## src/rtl/cbc_pkg.sv

```systemverilog
package cbc_pkg;

  typedef enum logic [1:0] {
    ST_IDLE = 2'd0,
    ST_PIPE = 2'd1,
    ST_WAIT = 2'd2
  } bus_st_e;

  typedef struct packed {
    logic wr;
    logic cmd;
    logic sel;
    logic rs;
  } cyc_attr_t;

  // transfer type: bit1 = write, bit0 = operand/control (0 = opcode)
  localparam logic [1:0] XF_OPC_RD  = 2'b00;
  localparam logic [1:0] XF_OPND_RD = 2'b01;
  localparam logic [1:0] XF_OPC_WR  = 2'b10;
  localparam logic [1:0] XF_OPND_WR = 2'b11;

endpackage

```

## src/rtl/cbc_cycle_tracker.sv

```systemverilog
module cbc_cycle_tracker
  import cbc_pkg::*;
#(
  parameter int CNT_W = 2
) (
  input  logic             clk,
  input  logic             rst_ni,
  input  logic             strb_i,
  input  logic             rdy_i,
  input  cyc_attr_t        in_attr_i,
  output bus_st_e          state_o,
  output bus_st_e          state_nxt_o,
  output logic [CNT_W-1:0] cnt_o,
  output logic [CNT_W-1:0] cnt_nxt_o,
  output cyc_attr_t        cur_o,
  output cyc_attr_t        cur_nxt_o
);

  localparam logic [CNT_W-1:0] CNT_MAX = {CNT_W{1'b1}};

  bus_st_e          state_q, state_n;
  logic [CNT_W-1:0] cnt_q, cnt_n;
  cyc_attr_t        cur_q, cur_n;
  logic             pend_q, pend_n;
  cyc_attr_t        pattr_q, pattr_n;
  logic             upd_en;

  always_comb begin
    state_n = state_q;
    cnt_n   = cnt_q;
    cur_n   = cur_q;
    pend_n  = pend_q;
    pattr_n = pattr_q;
    case (state_q)
      ST_IDLE: begin
        if (strb_i) begin
          state_n = ST_WAIT;
          cnt_n   = '0;
          cur_n   = in_attr_i;
        end
      end
      ST_PIPE: begin
        state_n = ST_WAIT;
        cnt_n   = '0;
      end
      ST_WAIT: begin
        if (cnt_q != CNT_MAX) cnt_n = cnt_q + 1'b1;
        if (strb_i && !pend_q) begin
          pend_n  = 1'b1;
          pattr_n = in_attr_i;
        end
        if (rdy_i) begin
          if (pend_q || strb_i) begin
            state_n = ST_PIPE;
            cur_n   = pend_q ? pattr_q : in_attr_i;
          end else begin
            state_n = ST_IDLE;
          end
          pend_n = 1'b0;
        end
      end
      default: state_n = ST_IDLE;
    endcase
  end

  assign upd_en = (state_q != ST_IDLE) || strb_i;

  always_ff @(posedge clk or negedge rst_ni) begin
    if (!rst_ni) begin
      state_q <= ST_IDLE;
      cnt_q   <= '0;
      cur_q   <= '0;
      pend_q  <= 1'b0;
      pattr_q <= '0;
    end else if (upd_en) begin
      state_q <= state_n;
      cnt_q   <= cnt_n;
      cur_q   <= cur_n;
      pend_q  <= pend_n;
      pattr_q <= pattr_n;
    end
  end

  assign state_o     = state_q;
  assign state_nxt_o = state_n;
  assign cnt_o       = cnt_q;
  assign cnt_nxt_o   = cnt_n;
  assign cur_o       = cur_q;
  assign cur_nxt_o   = cur_n;

  // the pipelined first state lasts one clock
  p_pipe_one_clk_r6: assert property (@(posedge clk) disable iff (!rst_ni)
    state_q == ST_PIPE |=> state_q == ST_WAIT);

  // no termination without system ready
  p_wait_holds_r5: assert property (@(posedge clk) disable iff (!rst_ni)
    (state_q == ST_WAIT && !rdy_i) |=> state_q == ST_WAIT);

  // idle persists without a strobe
  p_idle_holds_r7: assert property (@(posedge clk) disable iff (!rst_ni)
    (state_q == ST_IDLE && !strb_i) |=> state_q == ST_IDLE);

endmodule

```

## src/rtl/cbc_ready_gen.sv

```systemverilog
module cbc_ready_gen
  import cbc_pkg::*;
#(
  parameter int CNT_W = 2
) (
  input  logic             clk,
  input  logic             rst_ni,
  input  bus_st_e          state_i,
  input  bus_st_e          state_nxt_i,
  input  logic [CNT_W-1:0] cnt_i,
  input  logic [CNT_W-1:0] cnt_nxt_i,
  input  cyc_attr_t        cur_i,
  input  cyc_attr_t        cur_nxt_i,
  output logic             rdy_no
);

  logic [CNT_W-1:0] tgt_nxt;
  logic             rdy_d;
  logic             rdy_q;

  // ordinary writes answer in the first wait state, others in the second
  always_comb begin
    tgt_nxt = (cur_nxt_i.wr && !cur_nxt_i.rs) ? CNT_W'(0) : CNT_W'(1);
    rdy_d   = !((state_nxt_i == ST_WAIT) && cur_nxt_i.sel && (cnt_nxt_i == tgt_nxt));
  end

  always_ff @(posedge clk or negedge rst_ni) begin
    if (!rst_ni) rdy_q <= 1'b1;
    else         rdy_q <= rdy_d;
  end

  assign rdy_no = rdy_q;

  // ready-out only while waiting
  p_rdy_in_wait_r10: assert property (@(posedge clk) disable iff (!rst_ni)
    !rdy_q |-> state_i == ST_WAIT);

  // one-clock pulse
  p_rdy_single_r3: assert property (@(posedge clk) disable iff (!rst_ni)
    !rdy_q |=> rdy_q);

  // never for an unselected cycle
  p_rdy_selected_r8: assert property (@(posedge clk) disable iff (!rst_ni)
    !rdy_q |-> cur_i.sel);

  // reads and restore writes stay quiet in the first wait state
  p_rdy_late_r4: assert property (@(posedge clk) disable iff (!rst_ni)
    (state_i == ST_WAIT && cnt_i == '0 && (!cur_i.wr || cur_i.rs)) |-> rdy_q);

endmodule

```

## src/rtl/cbc_data_latch.sv

```systemverilog
module cbc_data_latch
  import cbc_pkg::*;
#(
  parameter int DATA_W = 16
) (
  input  logic              clk,
  input  logic              rst_ni,
  input  bus_st_e           state_i,
  input  cyc_attr_t         cur_i,
  input  logic [DATA_W-1:0] data_i,
  output logic [DATA_W-1:0] data_o
);

  logic              cap_en;
  logic [DATA_W-1:0] data_q;

  assign cap_en = (state_i == ST_WAIT) && cur_i.sel && cur_i.wr;

  always_ff @(negedge clk or negedge rst_ni) begin
    if (!rst_ni)     data_q <= '0;
    else if (cap_en) data_q <= data_i;
  end

  assign data_o = data_q;

  // outside a selected write wait state the latch holds
  p_latch_hold_r9: assert property (@(negedge clk) disable iff (!rst_ni)
    !cap_en |=> $stable(data_q));

endmodule

```

## src/rtl/copro_bus_ctrl.sv

```systemverilog
module copro_bus_ctrl
  import cbc_pkg::*;
#(
  parameter int DATA_W = 16,
  parameter int CNT_W  = 2
) (
  input  logic              clk,
  input  logic              rst_n,
  input  logic              strobe_n,
  input  logic              chip_sel,
  input  logic              wr_sel,
  input  logic              cmd_sel,
  input  logic              sys_rdy_n,
  input  logic              restore,
  input  logic [DATA_W-1:0] data_in,
  output logic              rdy_out_n,
  output logic [DATA_W-1:0] data_q,
  output logic [1:0]        xfer_type
);

  localparam int SYNC_W = 2;

  logic [SYNC_W-1:0] rst_sync_q;
  logic              rst_s;

  always_ff @(posedge clk or negedge rst_n) begin
    if (!rst_n) rst_sync_q <= '0;
    else        rst_sync_q <= {rst_sync_q[SYNC_W-2:0], 1'b1};
  end
  assign rst_s = rst_sync_q[SYNC_W-1];

  cyc_attr_t        in_attr;
  bus_st_e          state, state_nxt;
  logic [CNT_W-1:0] cnt, cnt_nxt;
  cyc_attr_t        cur, cur_nxt;

  assign in_attr = '{wr: wr_sel, cmd: cmd_sel, sel: chip_sel, rs: restore};

  cbc_cycle_tracker #(.CNT_W(CNT_W)) u_trk (
    .clk        (clk),
    .rst_ni     (rst_s),
    .strb_i     (!strobe_n),
    .rdy_i      (!sys_rdy_n),
    .in_attr_i  (in_attr),
    .state_o    (state),
    .state_nxt_o(state_nxt),
    .cnt_o      (cnt),
    .cnt_nxt_o  (cnt_nxt),
    .cur_o      (cur),
    .cur_nxt_o  (cur_nxt)
  );

  cbc_ready_gen #(.CNT_W(CNT_W)) u_rdy (
    .clk        (clk),
    .rst_ni     (rst_s),
    .state_i    (state),
    .state_nxt_i(state_nxt),
    .cnt_i      (cnt),
    .cnt_nxt_i  (cnt_nxt),
    .cur_i      (cur),
    .cur_nxt_i  (cur_nxt),
    .rdy_no     (rdy_out_n)
  );

  cbc_data_latch #(.DATA_W(DATA_W)) u_dat (
    .clk    (clk),
    .rst_ni (rst_s),
    .state_i(state),
    .cur_i  (cur),
    .data_i (data_in),
    .data_o (data_q)
  );

  assign xfer_type = {cur.wr, cur.cmd};

  // decode taken at the starting strobe
  p_decode_r2: assert property (@(posedge clk) disable iff (!rst_s)
    (state == ST_IDLE && !strobe_n) |=> xfer_type == {$past(wr_sel), $past(cmd_sel)});

endmodule

```

## config.mk

```make
export PLATFORM = sky130hd
export DESIGN_NAME = copro_bus_ctrl
export DESIGN_NICKNAME = d
export VERILOG_FILES = /design/src/rtl/cbc_pkg.sv /design/src/rtl/cbc_cycle_tracker.sv /design/src/rtl/cbc_ready_gen.sv /design/src/rtl/cbc_data_latch.sv /design/src/rtl/copro_bus_ctrl.sv
export SDC_FILE = /design/constraint.sdc
export NUM_CORES = 1
export LEC_CHECK = 0
export ABC_AREA = 1
export BUFFER_PORTS_ARGS = -buffer_cell sky130_fd_sc_hd__buf_2
export CORE_ASPECT_RATIO = 1.1
export CORE_MARGIN = 1.5
export CORE_UTILIZATION = 54
export DETAILED_ROUTE_END_ITERATION = 8
export MAX_ROUTING_LAYER = met4
export PLACE_DENSITY = 0.85
export RECOVER_POWER = 50
export SLEW_MARGIN = 20
export SYNTH_ARGS = -nofsm -noshare
export SYNTH_HDL_FRONTEND = slang
export SYNTH_SLANG_ARGS = --single-unit
export TNS_END_PERCENT = 1
```

## constraint.sdc

```tcl
create_clock -name clk -period 1.8 [get_ports clk]
set_input_delay 0.09 -clock clk [delete_from_list [all_inputs] [get_ports clk]]
set_output_delay 0.09 -clock clk [all_outputs]
set_load 0.1 [all_outputs]
```

==> tab_implementation.tex, run 1 <==
\begin{tabular}{lr}
\hline
Metric & Value \\
\hline
\multicolumn{2}{l}{\textbf{Detailed routing}} \\
\quad DR vias/cell & 5.43 \\
\quad Total via count after detailed routing & 1233 \\
\quad Initial detailed-routing violation count & 33 \\
\quad Wire length reported by the detailed router & 3.71 mm \\
\quad Routed wire per std cell & 16.4 um \\
\quad Remaining DRCs & 0 \\
\quad Count of nets left with antenna violations after detail routing & 0 \\
\quad Pre-antenna DRT Iters & 4 \\
\multicolumn{2}{l}{\textbf{Global routing}} \\
\quad Congestion Overflow GR & 0 \\
\quad Total routing resource utilization after global routing & 0.307 \\
\quad Via count of the first global-routing pass & 1344 \\
\quad Global-route wire length before repair & $\sim$6.3 mm \\
\quad Maximum number of pins on one net before global-route repair & 24 \\
\quad Initial antenna violation count & 0 \\
\multicolumn{2}{l}{\textbf{Clocking}} \\
\quad Maximum clock path buffer count & 2 \\
\quad Total CTS buffers & 5 \\
\quad Worst skew pair latency & $\sim$350 ps \\
\quad Clock tree from TritonCTS & done \\
\quad Post-CTS resize count & 0 \\
\quad Level count of the clock H-tree & 2 \\
\quad Clock sinks & 32 \\
\quad Clock slew at reported path FFs & 90 ps \\
\quad CTS root buf & clkbuf\_4 \\
\multicolumn{2}{l}{\textbf{Worst setup path}} \\
\quad Worst EP required & approximately 1100 ps \\
\quad Worst path cell trace & nand2\_4 -> inv\_4 -> nand3\_4 -> buf\_12 -> mux2\_2 \\
\quad Count of buffering cells on the critical path with inverters included & 2 \\
\quad Arrival time worst endpoint & 1520 ps \\
\quad Critical path type & reg2reg \\
\quad Cell with the biggest individual delay on the critical path & dfrtp\_1 \\
\quad Largest delay contributor family on the critical path & flip-flops \\
\quad Max incr delay on CP & 440 ps \\
\quad Kind of launch point of the worst setup path & flop \\
\quad Crit Path Max Fanout & 16 \\
\quad Critical path capture point type & flop \\
\multicolumn{2}{l}{\textbf{Timing}} \\
\quad Transition time at the pin with the least slew margin & 536 ps \\
\quad Max-slew headroom & 0.644 \\
\quad Count of final max-slew check failures & 0 \\
\quad Skew final & 25.3 ps \\
\quad RSZ-0062 raised after global routing & true \\
\quad Setup Viol. Count Final & 32 \\
\quad Number of hold violations in the final report & 0 \\
\quad Crit path setup slack, layout & -445 ps \\
\multicolumn{2}{l}{\textbf{Synthesis}} \\
\quad Area of the mapped netlist & 1460 um\^{}2 \\
\quad Count of warnings emitted by yosys & 0 \\
\quad Average instance area after synthesis & 10.7 um\^{}2 \\
\quad Number of standard cells after synthesis & 136 \\
\quad Register area share after synthesis & 0.550 \\
\quad Number of library cell types mapped by synthesis & 26 \\
\quad Post-synthesis sequential element count & 32 \\
\quad Post-Syn Nets & 160 \\
\multicolumn{2}{l}{\textbf{Cells and area}} \\
\quad Number of filler instances in the final layout & about 130 \\
\quad Growth of design area from synthesis to finish & 42.1\% \\
\quad Fin cells & about 230 \\
\quad Antenna cells & 0 \\
\quad Final nets & 219 \\
\quad Layout cells sized above 1 & 0.413 \\
\multicolumn{2}{l}{\textbf{Place}} \\
\quad Number of cells in the design after placement & 215 \\
\quad Port buffer count & 42 \\
\quad HPWL after detailed placement & 2.59 mm \\
\quad Routability Congestion & 0.885 \\
\multicolumn{2}{l}{\textbf{Die}} \\
\quad Overall die width & 52.5 um \\
\quad I/O pin cnt & 43 \\
\quad Die Height & between 50 and 60 um \\
\quad Core Box Area & 2520 um\^{}2 \\
\quad Die outline area & 3020 um\^{}2 \\
\quad Num rows & 19 \\
\quad Effective utilization at floorplan & 0.578 \\
\multicolumn{2}{l}{\textbf{Job}} \\
\quad Maximum Capacitance Violations & 0 \\
\multicolumn{2}{l}{\textbf{Worst hold path}} \\
\quad Hold crit path type & in2reg \\
\multicolumn{2}{l}{\textbf{Outcome}} \\
\quad Run status & finished with violations \\
\quad Violations in the final reports & setup timing \\
\hline
\end{tabular}
[routing by layer]
metal,vias to the layer above,wire [um],GRT usage
met2,64,1940,0.488
met4,0,121,0.158
li1,561,-,-
met3,12,233,0.0890
met1,596,1420,0.348
met5,-,0,-
[kinds of logic after synthesis]
group | count (synthesis) | share of synthesized area
other cells | 1 | 0.00257
buf+inv | 19 | 0.0609
flops | 32 | 0.550
mux | 17 | 0.157
simple gates | 47 | 0.150
compound gates | 20 | 0.0790
[synthesized netlist by cell type, drive strengths merged]
master  count  area, um^2
nor2        8        30.0
dfrtp      15         375
a22oi       1        12.5
o21ai       8        40.0
conb        1        3.75
nand4       1        6.26
nand2      25         101
or2         2        12.5
buf         3        26.3
nor3        1        5.00
inv        16        62.6
dfrtn      16         400
dfstp       1        26.3
nand3       9        57.6
mux2       17         229
a21oi       8        40.0
o211ai      1        7.51
o21bai      1        7.51
and2        1        6.26
a21boi      1        7.51
[path summary, 6_finish.rpt]
kind | cells after the start | endpoint | start | slack (ps)
max | 5 | u_dat.data_o[4] | u_trk.state_o[1] | -440
min | 2 | u_trk.pattr_q[2] | cmd_sel | 30
max reg2reg | 5 | u_dat.data_o[4] | u_trk.state_o[1] | -440
min reg2reg | 1 | u_trk.pend_q | rst_sync_q[1] | 220
max in group asynchronous | 1 | u_dat.data_o[6] | rst_sync_q[1] | 510
min in group asynchronous | 2 | rst_sync_q[1] | rst_n | 60
[cell usage in the layout (no fill, tap or decap), types with 2 or more instances in the layout]
master / netlist / final
clkbuf_1: 0 / 5
mux2_2: 7 / 7
clkbuf_4: 0 / 5
nand2_1: 24 / 24
buf_4: 2 / 8
inv_2: 2 / 2
mux2_4: 10 / 10
buf_12: 0 / 17
inv_1: 13 / 13
dlygate4sd3_1: 0 / 2
nor2_1: 8 / 8
buf_2: 0 / 24
o21ai_0: 8 / 8
a21oi_1: 8 / 8
or2_2: 2 / 2
dfrtp_1: 15 / 15
nand3_1: 8 / 8
dfrtn_1: 16 / 16
[area by class of cell]
type | count | area, um^2 | share of cell area
clock buffer | 7 | 45.0 | 0.0217
clock inverter | 1 | 5.00 | 0.00242
inverter | 16 | 62.6 | 0.0302
multi-input combinational | 85 | 562 | 0.271
sequential | 32 | 802 | 0.387
tap | 31 | 38.8 | 0.0187
timing repair buffer | 55 | 557 | 0.269
[worst reg2reg max path: stages, from the launching register on]
cell and delay [ps]:
dfrtp_1 440, nand2_4 120, inv_4 40, nand3_4 60, buf_12 170, mux2_2 350
[sequential cells by signal, indices dropped and copies added, names as in the netlist]
signal         flops
u_trk.cnt_o        2
u_trk.cur_o        4
u_rdy.rdy_no       1
u_trk.pattr_q      4
u_trk.pend_q       1
u_dat.data_o      16
rst_sync_q         2
u_trk.state_o      2
[metrics by stage]
step / hold slack [ps] / setup slack (ps) / util / area, um^2 / TNS [ps]
2_1_floorplan: -206 / -482 / - / 1460 / -9090
3_3_place_gp: -124 / -396 / 0.789 / 1990 / -6200
3_5_place_dp: -123 / -487 / 0.789 / 1990 / -7580
4_1_cts: 6.39 / -436 / 0.821 / 2070 / -9550
5_1_grt: 27.0 / -475 / 0.822 / 2070 / -10820
6_report: 28.3 / -445 / 0.822 / 2070 / -9470
[what timing repair did]
item,4_1_cts,5_1_grt
setup buffers,1,1
pin swaps,0,0
setup endpoints to repair,32,32
hold buffers,1,1
hold endpoints to repair,2,1
Power of run 1 is left out: the tool's default activity adds up to more than one toggle a clock period on the data nets, which glitch-free logic cannot reach.
==> run 2, diff against run 1 <==
--- a/config.mk
+++ b/config.mk
@@ -7,12 +7,12 @@
 export LEC_CHECK = 0
 export ABC_AREA = 1
 export BUFFER_PORTS_ARGS = -buffer_cell sky130_fd_sc_hd__buf_2
-export CORE_ASPECT_RATIO = 1.1
+export CORE_ASPECT_RATIO = 2
 export CORE_MARGIN = 1.5
-export CORE_UTILIZATION = 54
+export CORE_UTILIZATION = 39
 export DETAILED_ROUTE_END_ITERATION = 8
 export MAX_ROUTING_LAYER = met4
-export PLACE_DENSITY = 0.85
+export PLACE_DENSITY = 0.65
 export RECOVER_POWER = 50
 export SLEW_MARGIN = 20
 export SYNTH_ARGS = -nofsm -noshare
==> run 2 against run 1 <==
The run still ends with setup timing left. Utilization is 23 points lower. Cell count up 7.0%. Sequential share of layout area fell by 1.4 points. Hold slack improved by 52 ps. Via count down 7.9%. Final area up 3.9%. First-iteration DRC count is 58% lower. Register-to-register slack improved by 100 ps.
==> tab_implementation.tex, run 2 (synthesis results as in run 1) <==
\begin{tabular}{lr}
\hline
Metric & Value \\
\hline
\multicolumn{2}{l}{\textbf{Die}} \\
\quad Num rows & 31 (+12) \\
\quad Overall die width & 46.2 um (-12\%) \\
\quad Core Box Area & 3610 um\^{}2 (+43\%) \\
\quad Die outline area & 4140 um\^{}2 (+37\%) \\
\quad Die Height & 89.5 um (+56\%) \\
\quad Effective utilization at floorplan & 0.404 (-0.174) \\
\quad I/O pin cnt & 43 (unchanged) \\
\multicolumn{2}{l}{\textbf{Cells and area}} \\
\quad Final nets & 217 (-0.91\%) \\
\quad Antenna cells & 0 (unchanged) \\
\quad Layout cells sized above 1 & 0.428 (+0.0146) \\
\quad Commonest cells after routing, fill and taps aside & nand2\_1 (24), buf\_2 (23), buf\_12 (17), dfrtn\_1 (16), dfrtp\_1 (15) \\
\quad Growth of design area from synthesis to finish & 47.6\% \\
\quad Largest register FFs & 16 (unchanged) \\
\quad Commonest non-fill, non-tap cell in the layout & nand2\_1 \\
\multicolumn{2}{l}{\textbf{Global routing}} \\
\quad Maximum number of pins on one net before global-route repair & 25 (+4.2\%) \\
\quad Via count of the first global-routing pass & 1162 (-14\%) \\
\quad Total routing resource utilization after global routing & 0.178 (-0.129) \\
\quad Congestion Overflow GR & 0 (unchanged) \\
\quad Global-route wire length before repair & 5.09 mm (-19\%) \\
\quad Initial antenna violation count & 0 (unchanged) \\
\multicolumn{2}{l}{\textbf{Detailed routing}} \\
\quad Total via count after detailed routing & 1135 (-7.9\%) \\
\quad Pre-antenna DRT Iters & 4 (unchanged) \\
\quad Initial detailed-routing violation count & 14 (-58\%) \\
\quad Count of nets left with antenna violations after detail routing & 0 (unchanged) \\
\quad Remaining DRCs & 0 (unchanged) \\
\quad Wire length reported by the detailed router & 3.09 mm (-17\%) \\
\quad Routed wire per std cell & 12.7 um (-22\%) \\
\quad DR vias/cell & 4.67 (-14\%) \\
\multicolumn{2}{l}{\textbf{Timing}} \\
\quad Max-slew headroom & 0.642 (-0.00184) \\
\quad RSZ-0062 raised after global routing & true \\
\quad Skew final & 10.1 ps (-15.2 ps) \\
\quad Transition time at the pin with the least slew margin & 539 ps (+2.77 ps) \\
\quad Number of hold violations in the final report & 0 (unchanged) \\
\quad Crit path setup slack, layout & -345 ps (+99.6 ps) \\
\quad Setup Total Neg Slack & -7440 ps (+2030 ps) \\
\quad Setup Viol. Count Final & 32 (unchanged) \\
\quad Count of final max-slew check failures & 0 (unchanged) \\
\multicolumn{2}{l}{\textbf{Clocking}} \\
\quad Clock sinks & 32 (unchanged) \\
\quad Maximum clock path buffer count & 2 (unchanged) \\
\quad Clock slew at reported path FFs & 60 ps (-30 ps) \\
\quad Post-CTS resize count & 0 (unchanged) \\
\quad Worst skew pair latency & 290 ps (-60 ps) \\
\quad Clock tree from TritonCTS & done \\
\quad CTS root buf & clkbuf\_8 \\
\quad Total CTS buffers & 5 (unchanged) \\
\quad Level count of the clock H-tree & 2 (unchanged) \\
\multicolumn{2}{l}{\textbf{Worst setup path}} \\
\quad Worst path cell trace & nand2\_4 -> inv\_4 -> nand3\_4 -> buf\_12 -> mux2\_2 \\
\quad Instance count on the critical path & 5 (unchanged) \\
\quad Cell with the biggest individual delay on the critical path & dfrtp\_1 \\
\quad R2r worst-path depth & 5 (unchanged) \\
\quad Register-to-register setup slack & -350 ps (+100 ps) \\
\quad Worst reg2reg startpoint & u\_trk.state\_o[1] \\
\quad Worst EP required & 1030 ps (-40 ps) \\
\quad Count of buffering cells on the critical path with inverters included & 2 (unchanged) \\
\quad Largest delay contributor family on the critical path & flip-flops \\
\quad Crit Path Max Fanout & 16 (unchanged) \\
\quad Kind of launch point of the worst setup path & flop \\
\quad Max incr delay on CP & 410 ps (-30 ps) \\
\quad Arrival time worst endpoint & 1380 ps (-140 ps) \\
\quad Capturing point of the worst reg2reg path & u\_dat.data\_o[5] \\
\quad Critical path capture point type & flop \\
\quad Critical path type & reg2reg \\
\multicolumn{2}{l}{\textbf{Worst hold path}} \\
\quad Hold crit path type & in2reg \\
\quad End point of the most critical hold path & u\_trk.pattr\_q[2] \\
\quad Source of the worst hold timing path & cmd\_sel \\
\quad Hold path depth & 2 (unchanged) \\
\multicolumn{2}{l}{\textbf{Outcome}} \\
\quad Violations in the final reports & setup timing \\
\quad Run status & finished with violations \\
\multicolumn{2}{l}{\textbf{Place}} \\
\quad HPWL after detailed placement & 2.53 mm (-2.2\%) \\
\quad Port buffer count & 42 (unchanged) \\
\quad Routability Congestion & 0.904 (+2.1\%) \\
\multicolumn{2}{l}{\textbf{Job}} \\
\quad Maximum Capacitance Violations & 0 (unchanged) \\
\hline
\end{tabular}
==> run 2: repair_timing <==
action                     in CTS  in global routing
hold endpoints to repair        2                  0
buffers inserted                1                  0
hold buffers                    1                  0
setup endpoints to repair      32                 32
==> run 2: worst max-delay path by stage <==
stage,startpoint,to,slack (ps)
3_5_place_dp,u_trk.state_o[0],u_dat.data_o[14],-450
2_1_floorplan,u_trk.state_o[0],u_dat.data_o[0],-480
3_3_place_gp,u_trk.state_o[0],u_dat.data_o[0],-400
6_report,u_trk.state_o[1],u_dat.data_o[5],-350
5_1_grt,u_trk.state_o[0],u_dat.data_o[10],-400
4_1_cts,u_trk.state_o[1],u_dat.data_o[5],-360
==> run 2: per-stage QoR <==
step	worst slack (ps)	cells	area, um^2	utilization	hold WS, ps
final	-345	243	2150	0.597	80.5
after detailed placement	-449	233	2010	0.557	-119
after global routing	-404	243	2150	0.597	97.4
after floorplan	-482	136	1460	-	-206
after global placement	-397	233	2010	0.557	-123
after CTS	-363	243	2160	0.599	66.9
==> run 2: layout make-up <==
type / count / area [um^2]
Clock buffer: 8 / 121
Fill cell: 304 / 1460
Tap cell: 49 / 61.3
Multi-Input combinational cell: 85 / 562
Inverter: 16 / 62.6
Sequential cell: 32 / 802
Timing Repair Buffer: 53 / 543
==> run 2: worst register-to-register path: stages (launching register included) <==
cell and delay, ps:
dfrtp_1 410, nand2_4 90, inv_4 40, nand3_4 50, buf_12 160, mux2_2 350
==> run 2: per-layer routing <==
layer | vias up | wire length, um | global-route usage
met5 | - | 0 | -
met4 | 0 | 78 | 0.0727
met3 | 7 | 158 | 0.0404
met2 | 41 | 1700 | 0.306
met1 | 533 | 1160 | 0.187
li1 | 554 | - | -
Power of run 2 is left out for the same reason.
